## src/rtl/scrub_log_pkg.sv

```systemverilog
package scrub_log_pkg;
  // Strobes and flag levels passed from control to datapath
  typedef struct packed {
    logic capture;
    logic firstLvl;
    logic nextLvl;
  } strobe_t;
endpackage

```

## src/rtl/scrub_log_ctrl.sv

```systemverilog
module scrub_log_ctrl
  import scrub_log_pkg::*;
(
  input  logic       clk,
  input  logic       pgRstN,
  input  logic       errValid,
  input  logic       stsWrEn,
  input  logic [1:0] stsWrBits,
  output strobe_t    stb
);
  logic firstQ, nextQ;
  logic clrFirst, clrNext, captureEn, setNext;

  assign clrFirst  = stsWrEn && stsWrBits[0];
  assign clrNext   = stsWrEn && stsWrBits[1];
  assign captureEn = errValid && (!firstQ || clrFirst);
  assign setNext   = errValid && firstQ && !clrFirst;

  always_ff @(posedge clk) begin
    if (!pgRstN) begin
      firstQ <= 1'b0;
      nextQ  <= 1'b0;
    end else begin
      if (captureEn)     firstQ <= 1'b1;
      else if (clrFirst) firstQ <= 1'b0;
      if (setNext)       nextQ  <= 1'b1;
      else if (clrNext)  nextQ  <= 1'b0;
    end
  end

  always_comb begin
    stb.capture  = captureEn;
    stb.firstLvl = firstQ;
    stb.nextLvl  = nextQ;
  end


  first_set_chk: assert property (@(posedge clk) disable iff (!pgRstN)
    (errValid && !firstQ) |=> firstQ);

  next_set_chk: assert property (@(posedge clk) disable iff (!pgRstN)
    (errValid && firstQ && !clrFirst) |=> nextQ);

  clr_race_chk: assert property (@(posedge clk) disable iff (!pgRstN)
    (errValid && clrFirst) |=> firstQ);

  clr_first_chk: assert property (@(posedge clk) disable iff (!pgRstN)
    (clrFirst && !errValid) |=> !firstQ);
endmodule

```

## src/rtl/scrub_log_dp.sv

```systemverilog
module scrub_log_dp
  import scrub_log_pkg::*;
#(
  parameter int SYS_ADDR_W = 35,
  parameter int LINE_LSB   = 6,
  parameter int REG_W      = 32,
  parameter int FIELD_LSB  = 2,
  localparam int FIELD_W   = SYS_ADDR_W - LINE_LSB
) (
  input  logic                  clk,
  input  logic                  pgRstN,
  input  logic                  rstN,
  input  logic [SYS_ADDR_W-1:0] errAddr,
  input  logic                  regSel,
  input  strobe_t               stb,
  output logic [FIELD_W-1:0]    logField,
  output logic [REG_W-1:0]      rdData
);
  logic [REG_W-1:0] addrView, statusView;

  always_ff @(posedge clk) begin
    if (!pgRstN)          logField <= '0;
    else if (stb.capture) logField <= errAddr[SYS_ADDR_W-1:LINE_LSB];
  end

  always_comb begin
    addrView = '0;
    addrView[FIELD_LSB +: FIELD_W] = logField;
    statusView = '0;
    statusView[0] = stb.firstLvl;
    statusView[1] = stb.nextLvl;
  end

  always_ff @(posedge clk) begin
    if (!pgRstN || !rstN) rdData <= '0;
    else                  rdData <= regSel ? addrView : statusView;
  end


  hold_field_chk: assert property (@(posedge clk) disable iff (!pgRstN)
    !stb.capture |=> $stable(logField));

  rd_clear_chk: assert property (@(posedge clk) disable iff (!pgRstN)
    !rstN |=> (rdData == '0));
endmodule

```

## src/rtl/scrub_err_logger.sv

```systemverilog
module scrub_err_logger
  import scrub_log_pkg::*;
#(
  parameter int SYS_ADDR_W = 35,
  parameter int LINE_LSB   = 6,
  parameter int REG_W      = 32,
  parameter int FIELD_LSB  = 2,
  localparam int FIELD_W   = SYS_ADDR_W - LINE_LSB
) (
  input  logic                  clk,
  input  logic                  pgRstN,
  input  logic                  rstN,
  input  logic                  errValid,
  input  logic [SYS_ADDR_W-1:0] errAddr,
  input  logic                  regSel,
  input  logic                  regWrEn,
  input  logic [REG_W-1:0]      regWrData,
  output logic [REG_W-1:0]      regRdData,
  output logic [FIELD_W-1:0]    logField,
  output logic                  logValid,
  output logic                  firstErr,
  output logic                  nextErr
);
  strobe_t stb;

  scrub_log_ctrl u_ctrl (
    .clk(clk), .pgRstN(pgRstN), .errValid(errValid),
    .stsWrEn(regWrEn && !regSel), .stsWrBits(regWrData[1:0]), .stb(stb)
  );

  scrub_log_dp #(
    .SYS_ADDR_W(SYS_ADDR_W), .LINE_LSB(LINE_LSB),
    .REG_W(REG_W), .FIELD_LSB(FIELD_LSB)
  ) u_dp (
    .clk(clk), .pgRstN(pgRstN), .rstN(rstN), .errAddr(errAddr),
    .regSel(regSel), .stb(stb), .logField(logField), .rdData(regRdData)
  );

  assign firstErr = stb.firstLvl;
  assign nextErr  = stb.nextLvl;
  assign logValid = stb.firstLvl || stb.nextLvl;


  ro_addr_chk: assert property (@(posedge clk) disable iff (!pgRstN)
    (regWrEn && regSel && !errValid) |=> ($stable(logField) && $stable(firstErr) && $stable(nextErr)));
endmodule

```

## config.mk

```make
export PLATFORM = sky130hd
export DESIGN_NAME = scrub_err_logger
export DESIGN_NICKNAME = d
export VERILOG_FILES = /design/src/rtl/scrub_log_pkg.sv /design/src/rtl/scrub_log_ctrl.sv /design/src/rtl/scrub_log_dp.sv /design/src/rtl/scrub_err_logger.sv
export SDC_FILE = /design/constraint.sdc
export NUM_CORES = 1
export LEC_CHECK = 0
export CELL_PAD_IN_SITES_DETAIL_PLACEMENT = 1
export CELL_PAD_IN_SITES_GLOBAL_PLACEMENT = 1
export CORE_UTILIZATION = 26
export CTS_BUF_LIST = sky130_fd_sc_hd__clkbuf_4
export CTS_CLUSTER_DIAMETER = 120
export CTS_CLUSTER_SIZE = 40
export DETAILED_ROUTE_END_ITERATION = 8
export GPL_TIMING_DRIVEN = 0
export HOLD_SLACK_MARGIN = 0.15
export MAX_ROUTING_LAYER = met4
export PLACE_DENSITY = 0.9
export SLEW_MARGIN = 20
export SYNTH_ARGS = -nofsm -noshare
export SYNTH_HDL_FRONTEND = slang
export SYNTH_SLANG_ARGS = --single-unit
```

## constraint.sdc

```tcl
create_clock -name clk -period 1.6 [get_ports clk]
set_input_delay 0.48 -clock clk [delete_from_list [all_inputs] [get_ports clk]]
set_output_delay 0.48 -clock clk [all_outputs]
set_load 0.02 [all_outputs]
```

==> flow_summary.ini <==
[clock_tree]
tritoncts = yes
cts-root-buf = clkbuf_4
clock_sinks = 62
numCtsBuffers = 9
clk_latency_ps = 380
clkTransAtPathRegs_ps = 90
cts_buffer_depth = 2
cts_max_level = 3

[placed_design]
hpwl_mm = 4.35
place.port_buffers = 98
dpl_cell_area_mm2 = 0.00323
place.gp.congestion = 0.681
dp_cells = 406

[route]
avgRoutedWirePerCell_um = 13.5
firstDrtPassIters = 4
ant_nets = 0
via_per_inst = 4.17
drt_iter0_markers = 25
drc = 0
vias = 1759
drt-total-wl_mm = 5.68

[synth]
synthAdderAreaFrac = 0
syn_area_mm2 = 0.00212
seq_area_frac_synth = 0.586
yosysUniqueCellTypes = 21
synth_seq_cells = 62
syn-instance-count = 206
synthMuxAreaShare = 0.137
synth_area_leaders = dfxtp_1 59%, mux2i_1 14%, nand2_1 11%, and2_1 8.6%, clkbuf_1 1.2%
synth_top_area_cell = dfxtp_1
synth_top_family_by_area = simple AND/OR/NAND/NOR gates
syn_area_per_cell_um2 = 10.3
synthesis.nets = 279
netlist.area_leader.share = 0.586
synth_compound_gate_area_share = 0.00768
yosysWarnings = 0
synth-simple-area-share = 0.226
synthXorXnorAreaFrac = 0

[sta]
drv_slew = 0
max_freq_ghz = 0.632
final_hold_viol_count = 0
setup_viol = 0
finalCritPeriodShare = 0.989
rsz0062_at_grt = true
clock_skew_ps = 9.55
period_minus_slack_ps = 1580

[cells_and_area]
insertedDiodeCount = 0
fin_area_mm2 = 0.00325
drive_above_1_share = 0.181
layout.nets = 390
syn2layout_area_growth_pct = 53.6
fillers = 916
fin_cells = 422

[global_routing]
grt_max_degree = 11
antenna_found_initial = 0
grt_overflow = 0
grt_usage = 0.148
grt_pass1_wl_mm = 9.25
grt_pass1_vias = 1840

[critical_path]
worstPathArrival_ps = 1100
path_class = flip-flop to output port
cp_max_fo = 4
worst-endpoint-required_ps = 1120
critPathLaunchType = flip-flop
endpoint_kind = output port

[floorplanning]
fp.dieH_um = 92.3
start_util = 0.271
fp.dieW_um = 92.3
io_pins = 137
num_rows = 32
dieArea_mm2 = 0.00851
coreArea_mm2 = 0.00781

[status]
run_status = complete, no violations

[power_and_ir_drop]
worst_ir_drop_vdd_mv = 0.406
power.density_mw_per_mm2 = 960
leakage_uw = 0.00155

[run]
drv_cap = 0

[hold_path]
worstHoldPathType = primary input to flip-flop
## flip-flops by register name (all words and copies together), names as in the netlist
register / count
u_ctrl.firstQ: 1
u_ctrl.nextQ: 1
u_dp.logField: 29
u_dp.rdData: 31
## critical path: stages (launching register included)
cell and delay [ps]:
dfxtp_2 350, or2_4 250, buf_6 130
## kinds of logic after synthesis
kind of cell / after synthesis
other cells: 1
mux: 29
flops: 62
simple gates: 98
compound gates: 2
buf+inv: 14
## per-layer routing
layer	wire [um]	GRT usage	share of wire	up-vias
met5	0	-	0	-
met4	85	0.0586	0.015	0
met3	311	0.0448	0.055	7
met2	2820	0.245	0.50	63
met1	2470	0.167	0.43	816
li1	-	-	-	873
## cells in the mapped netlist, drive strengths merged
cell and number:
a21boi 1, a21oi 1, and2 29, and3 1, buf 6, clkbuf 8, conb 1, dfxtp 62
mux2i 29, nand2 60, nand3 1, nand3b 2, nand4 1, nor2b 1, nor3b 2, or2 1
## path summary, 6_finish.rpt
path,startpoint,end,slack (ps),depth (start not counted)
setup / recovery,u_ctrl.nextQ,logValid,20,2
hold / removal,regSel,u_dp.rdData[1],410,2
setup reg to reg,u_ctrl.firstQ,u_dp.logField[26],380,5
hold reg to reg,u_dp.logField[18],u_dp.logField[18],470,2
## report_power, final
group	leakage (uW)	internal [uW]	switching, uW
combinational	0.000965	224	231
sequential	0.000507	1610	40.7
clock	0.0000733	512	511
total	0.00155	2340	783
## layout by cell type (no fill, tap or decap), drive strengths merged
cell type,Yosys,layout
a21boi,1,1
a21oi,1,1
and2,29,29
and3,1,1
buf,6,10
bufinv,0,1
clkbuf,8,41
clkdlybuf4s15,0,10
clkdlybuf4s50,0,34
clkinv,0,1
conb,1,1
dfxtp,62,62
dlygate4sd2,0,30
dlymetal6s2s,0,1
mux2i,29,29
nand2,60,60
nand3,1,1
nand3b,2,2
nand4,1,1
nor2b,1,1
nor3b,2,2
or2,1,1
## per-stage QoR
stage	setup TNS (ps)	utilization	power (uW)	setup slack (ps)	hold WS (ps)
after detailed placement	-16410	0.413	2180	-434	466
after global routing	-37.1	0.417	3290	-37.1	399
after global placement	-15160	0.413	2160	-395	455
after floorplan	0	-	1910	265	541
final	0	0.417	3130	17.2	413
after CTS	-108	0.427	3200	-108	414
## final cells by class
class                   instances  area (um2)  area share
flip-flops and latches         62        1250       0.383
well taps                     102         128      0.0392
clock buffers                  12        90.1      0.0277
repair buffers                101         880       0.270
clock inverters                 2        35.0      0.0108
plain buffers                  13        82.6      0.0254
multi-input cells             130         792       0.243
## timing repair
action,in CTS,in global routing
hold buffers,0,0
gates resized for setup,94,40
pin swaps,0,1
setup buffers,2,1
hold endpoints to repair,0,0
endpoints found under the setup margin,69,31
Note: power is estimated with default switching activity, not from simulation.
